### src/rtl/strap_seq_pkg.sv
package strap_seq_pkg;

    typedef enum logic [2:0] {
        ST_SER   = 3'd0,
        ST_WIN   = 3'd1,
        ST_DONE  = 3'd2,
        ST_WAIT  = 3'd3,
        ST_READY = 3'd4
    } seq_state_e;

    localparam int unsigned DEF_WIN_LEN     = 40;
    localparam int unsigned DEF_SYNC_STAGES = 2;
    localparam int unsigned DEF_RST_STAGES  = 2;

endpackage

### src/rtl/strap_rst_sync.sv
module strap_rst_sync #(
    parameter int unsigned STAGES = 2
) (
    input  logic clk,
    input  logic arst_n,
    output logic rst_n_o
);
    logic [STAGES-1:0] chain_d, chain_q;

    always_comb begin
        chain_d = {chain_q[STAGES-2:0], 1'b1};
    end

    always_ff @(posedge clk or negedge arst_n) begin
        if (!arst_n) chain_q <= '0;
        else         chain_q <= chain_d;
    end

    assign rst_n_o = chain_q[STAGES-1];
endmodule

### src/rtl/strap_sync.sv
module strap_sync #(
    parameter int unsigned WIDTH  = 2,
    parameter int unsigned STAGES = 2
) (
    input  logic             clk,
    input  logic [WIDTH-1:0] din,
    output logic [WIDTH-1:0] dout
);
    logic [WIDTH-1:0] stage_q [STAGES];

    always_ff @(posedge clk) begin
        stage_q[0] <= din;
    end

    for (genvar s = 1; s < STAGES; s++) begin : g_stage
        always_ff @(posedge clk) begin
            stage_q[s] <= stage_q[s-1];
        end
    end

    assign dout = stage_q[STAGES-1];
endmodule

### src/rtl/strap_win_ctr.sv
module strap_win_ctr #(
    parameter int unsigned WIN_LEN = 40,
    localparam int unsigned CW = (WIN_LEN > 1) ? $clog2(WIN_LEN) : 1
) (
    input  logic clk,
    input  logic rst_n,
    input  logic clr_i,
    input  logic inc_i,
    output logic last_o
);
    logic [CW-1:0] cnt_d, cnt_q;

    always_comb begin
        cnt_d = cnt_q;
        if (clr_i)      cnt_d = '0;
        else if (inc_i) cnt_d = cnt_q + 1'b1;
    end

    always_ff @(posedge clk or negedge rst_n) begin
        if (!rst_n) cnt_q <= '0;
        else        cnt_q <= cnt_d;
    end

    assign last_o = (cnt_q == CW'(WIN_LEN - 1));
endmodule

### src/rtl/strap_seq.sv
module strap_seq
    import strap_seq_pkg::*;
#(
    parameter int unsigned WIN_LEN     = DEF_WIN_LEN,
    parameter int unsigned SYNC_STAGES = DEF_SYNC_STAGES,
    parameter int unsigned RST_STAGES  = DEF_RST_STAGES
) (
    input  logic clk,
    input  logic por_n,
    input  logic strap_master_i,
    input  logic strap_ata_i,
    input  logic ldr_ready_i,
    output logic busy_o,
    output logic ser_master_o,
    output logic ata_pass_o,
    output logic mem_only_o,
    output logic done_o
);
    localparam int unsigned N_STRAPS = 2;
    localparam int unsigned IDX_MST  = 0;
    localparam int unsigned IDX_ATA  = 1;

    typedef struct packed {
        seq_state_e state;
        logic       ser_master;
        logic       ata_pass;
    } seq_regs_t;

    localparam seq_regs_t REGS_RST = '{state: ST_SER, ser_master: 1'b1, ata_pass: 1'b0};

    logic                rst_n;
    logic [N_STRAPS-1:0] strap_raw, strap_s;
    logic                ctr_clr, ctr_inc, ctr_last;
    seq_regs_t           regs_d, regs_q;

    strap_rst_sync #(.STAGES(RST_STAGES)) rst_sync_i (
        .clk     (clk),
        .arst_n  (por_n),
        .rst_n_o (rst_n)
    );

    assign strap_raw[IDX_MST] = strap_master_i;
    assign strap_raw[IDX_ATA] = strap_ata_i;

    strap_sync #(.WIDTH(N_STRAPS), .STAGES(SYNC_STAGES)) strap_sync_i (
        .clk  (clk),
        .din  (strap_raw),
        .dout (strap_s)
    );

    strap_win_ctr #(.WIN_LEN(WIN_LEN)) win_ctr_i (
        .clk    (clk),
        .rst_n  (rst_n),
        .clr_i  (ctr_clr),
        .inc_i  (ctr_inc),
        .last_o (ctr_last)
    );

    always_comb begin
        regs_d  = regs_q;
        ctr_clr = 1'b0;
        ctr_inc = 1'b0;
        case (regs_q.state)
            ST_SER: begin
                regs_d.ser_master = strap_s[IDX_MST];
                ctr_clr           = 1'b1;
                regs_d.state      = ST_WIN;
            end
            ST_WIN: begin
                if (strap_s[IDX_ATA]) begin
                    regs_d.ata_pass = 1'b0;
                    regs_d.state    = ST_DONE;
                end else if (ctr_last) begin
                    regs_d.ata_pass = 1'b1;
                    regs_d.state    = ST_DONE;
                end else begin
                    ctr_inc = 1'b1;
                end
            end
            ST_DONE:  regs_d.state = ST_WAIT;
            ST_WAIT:  if (ldr_ready_i) regs_d.state = ST_READY;
            ST_READY: regs_d.state = ST_READY;
            default:  regs_d = REGS_RST;
        endcase
    end

    always_ff @(posedge clk or negedge rst_n) begin
        if (!rst_n) regs_q <= REGS_RST;
        else        regs_q <= regs_d;
    end

    assign busy_o       = (regs_q.state != ST_READY);
    assign done_o       = (regs_q.state == ST_DONE);
    assign ser_master_o = regs_q.ser_master;
    assign ata_pass_o   = regs_q.ata_pass;
    assign mem_only_o   = ~regs_q.ata_pass;
endmodule

### config.mk
export PLATFORM = sky130hd
export DESIGN_NAME = strap_seq
export DESIGN_NICKNAME = d
export VERILOG_FILES = /design/src/rtl/strap_seq_pkg.sv /design/src/rtl/strap_rst_sync.sv /design/src/rtl/strap_sync.sv /design/src/rtl/strap_win_ctr.sv /design/src/rtl/strap_seq.sv
export SDC_FILE = /design/constraint.sdc
export NUM_CORES = 1
export LEC_CHECK = 0
export BUFFER_PORTS_ARGS = -buffer_cell sky130_fd_sc_hd__buf_2
export CORE_ASPECT_RATIO = 0.9
export CORE_MARGIN = 2
export CORE_UTILIZATION = 48
export DETAILED_ROUTE_END_ITERATION = 7
export PLACE_DENSITY = 0.71
export SLEW_MARGIN = 10
export SYNTH_ARGS = -nofsm -noshare
export SYNTH_HDL_FRONTEND = slang
export SYNTH_SLANG_ARGS = --single-unit
### constraint.sdc
create_clock -name clk -period 0.8 [get_ports clk]
set_input_delay 0.04 -clock clk [delete_from_list [all_inputs] [get_ports clk]]
set_output_delay 0.04 -clock clk [all_outputs]
set_load 0.05 [all_outputs]
==> impl_metrics.env <==
export IMPL_ios=10
export IMPL_firstDrtPassIters=4
export IMPL_muxShareOfSynthArea_pct=6.634
export IMPL_grt_max_degree=12
export IMPL_busiest_layer="met2"
export IMPL_worst_setup_path_end_kind="flip-flop"
export IMPL_use_met3_pct=3.017
export IMPL_yosys_warnings=0
export IMPL_syn_to_final_growth_pct=61.00
export IMPL_synth_edf_count=0
export IMPL_worst_path_buf_inv=0
export IMPL_run_status="finished, violations left"
export IMPL_rsz0062_at_grt="yes"
export IMPL_period_minus_slack_ns=1.561
export IMPL_finalHoldViolCount=0
export IMPL_cp_max_fo=7
export IMPL_clock_latency_ns=0.30
export IMPL_cts_sinks=17
export IMPL_synthAdderAreaFrac_pct=1.618
export IMPL_synthTopCellsByArea="dfrtp_1 (39%), dfxtp_1 (10%), mux2i_1 (5.2%)"
export IMPL_wl_mm=1.849
export IMPL_synth_area_um2=773.2
export IMPL_die_y_um=42.08
export IMPL_crit_slowest_cell="or4b_4"
export IMPL_p_per_area_nw_per_um2=3130
export IMPL_synthXorXnorAreaFrac_pct=0
export IMPL_setup_tns_ns=-8.669
export IMPL_dieArea_um2=1948
export IMPL_numCtsBuffers=3
export IMPL_required_ns=1.01
export IMPL_core_rowCount=13
export IMPL_start_kind="flip-flop"
export IMPL_switchingPower_uw=1539
export IMPL_layout_drive_gt1_share_pct=56.31
export IMPL_drtIter0Drc=13
export IMPL_grt_pass1_wl_mm=2.842
export IMPL_fin_nets=110
export IMPL_synth_simple_area_share_pct=15.86
export IMPL_tritoncts="built"
export IMPL_cap_violations=0
export IMPL_post_drt_wl_per_cell_um=14.79
export IMPL_routed_via_density=5.184
export IMPL_slew_violations=0
export IMPL_synthArstFlopShare_pct=76.47
export IMPL_synth_top_family_by_area="compound AO/OA/AOI/OAI gates"
export IMPL_antenna_found_initial=0
export IMPL_met2_usage_pct=30.56
export IMPL_grt_use_total_pct=20.95
export IMPL_cts_buffer_depth=2
export IMPL_hold_class="input port to async pin"
export IMPL_seq_area_frac_synth_pct=52.59
export IMPL_synth_compound_area_share_pct=16.50
export IMPL_dp_hpwl_mm=1.121
export IMPL_max_freq_mhz=640.5
export IMPL_gp_congestion=0.8272
export IMPL_synth_ff_type="dfrtp_1"
export IMPL_path_delay_family="simple AND/OR/NAND/NOR gates"
export IMPL_cts_clk_slew_worst_paths_ns=0.10
export IMPL_post_synth_cell_area_avg_um2=11.54
export IMPL_dpl_cell_count=110
export IMPL_synth_top_cell_by_area="dfrtp_1"
export IMPL_multi_input_area_um2=427.9
export IMPL_power_frac_comb_pct=57.9
export IMPL_critical_path_class="flip-flop to flip-flop"
export IMPL_route_detailed_drc=0
export IMPL_ys_types=32
export IMPL_synth_most_common_cell="dfrtp_1"
export IMPL_synthTopCellsByCount="dfrtp_1 (12), inv_1 (6), nand2_1 (6)"
export IMPL_finalNonFillerCells=125
export IMPL_layout_setup_ws_ns=-0.7613
export IMPL_synth_cells=67
export IMPL_p_seq_share_pct=29.9
export IMPL_clock_skew_ns=0.006180
export IMPL_grt_pass1_vias=635
export IMPL_grt_overflow_total=0
export IMPL_clkPwrFrac_pct=12.2
export IMPL_ir_drop_mv=2.632
export IMPL_leakage_uw=0.0005601
export IMPL_timing_final_crit_share_pct=195.2
export IMPL_final_core_util_pct=84.11
export IMPL_synth_nets=73
export IMPL_p_sw_share_pct=39.50
export IMPL_layout_area_seq_um2=407.9
export IMPL_setup_violations=16
export IMPL_yosysTopAreaCellShare_pct=38.83
export IMPL_critPathMaxStageDelay_ns=0.63
export IMPL_arrival_ns=1.77
export IMPL_num_antenna_cells=0
export IMPL_clock_root_buffer="clkbuf_4"
export IMPL_h_tree_depth=1
export IMPL_start_util_pct=52.24
export IMPL_ant_nets=0
export IMPL_violations="setup timing"
export IMPL_io_buffer_count=9
export IMPL_grt_util_met1_pct=28.37
export IMPL_die_width_um=46.31
export IMPL_synth_seq_cells=17
export IMPL_fillers=76
export IMPL_p_int_uw=2358
export IMPL_core_area_um2=1480
export IMPL_worstPathCellList="or4b_4 > a21o_4 > o31ai_2"
export IMPL_vias=648
==> final cells by class <==
class | instances | area share (%)
well taps | 22 | 2.211
repair buffers | 35 | 26.13
clock buffers | 3 | 1.809
clock inverters | 1 | 0.6030
flip-flops and latches | 17 | 32.76
inverters | 6 | 2.111
multi-input cells | 41 | 34.37
==> sequential cells by signal (all words and copies together) (netlist names) <==
signal,flops
win_ctr_i.cnt_q,6
regs_q,3
ata_pass_o,1
ser_master_o,1
rst_sync_i.chain_q,2
strap_sync_i.stage_q,4
==> cells by family after synthesis <==
kind of cell             count (synthesis)
other                                    1
AO/OA/AOI/OAI                           15
AND/OR/NAND/NOR                         19
adder cells (fa/ha/maj)                  1
multiplexers                             5
flip-flops                              17
buffers and inverters                    9
==> metrics by stage <==
| step | area [µm²] | power (µW) | hold WS (ns) | setup WS, ns |
|---|---|---|---|---|
| after detailed placement | 992.2 | 2672 | -0.1743 | -0.7258 |
| after global placement | 992.2 | 2600 | -0.1758 | -0.6830 |
| after CTS | 1184 | 3621 | 0.01644 | -0.7372 |
| after floorplan | 820.8 | 2250 | -0.2556 | -0.7926 |
| after global routing | 1245 | 4139 | 0.02233 | -0.7992 |
| final | 1245 | 3897 | 0.02586 | -0.7613 |
==> power groups by stage <==
stage                     Sequential (µW)  Clock, µW  Combinational, µW
after floorplan                      1310          0                938
after global placement               1160          0               1440
after detailed placement             1170          0               1500
after CTS                            1160        500               1960
after global routing                 1180        549               2410
final                                1160        475               2260
==> layout by cell type, fill, tap and decap left out, types with 2 or more instances in the layout <==
cell type,count
buf_4,16
dfrtp_1,11
buf_6,8
nand2_1,5
inv_1,5
mux2i_1,4
buf_2,4
dfxtp_1,4
a21oi_1,3
clkbuf_4,3
dlygate4sd3_1,3
buf_8,3
nor2_4,2
clkinvlp_4,2
nand3_1,2
o31ai_2,2
o21ai_2,2
==> path summary, 6_finish.rpt <==
check | start | end | slack, ns | depth (start not counted)
max | regs_q[4] | win_ctr_i.cnt_q[2] | -0.76 | 3
min | por_n | rst_sync_i.chain_q[1] | 0.03 | 2
max reg2reg | regs_q[4] | win_ctr_i.cnt_q[2] | -0.76 | 3
min reg2reg | rst_sync_i.chain_q[1] | win_ctr_i.cnt_q[0] | 0.10 | 0
max in group asynchronous | rst_sync_i.chain_q[1] | ser_master_o | 0.31 | 1
min in group clk | ldr_ready_i | regs_q[4] | 0.04 | 3
==> repair_timing <==
item	in CTS	in global routing
pin swaps	4	2
hold buffers	3	0
setup buffers	6	3
endpoints found under the hold margin	4	0
gates resized for setup	23	9
endpoints found under the setup margin	16	16
==> per-layer routing <==
| layer | wire [µm] | part of all wire, % |
|---|---|---|
| met5 | 0 | 0 |
| met4 | 47 | 2.5 |
| met3 | 52 | 2.8 |
| met2 | 965 | 52 |
| met1 | 783 | 42 |
Note: power is estimated with default switching activity, not from simulation.
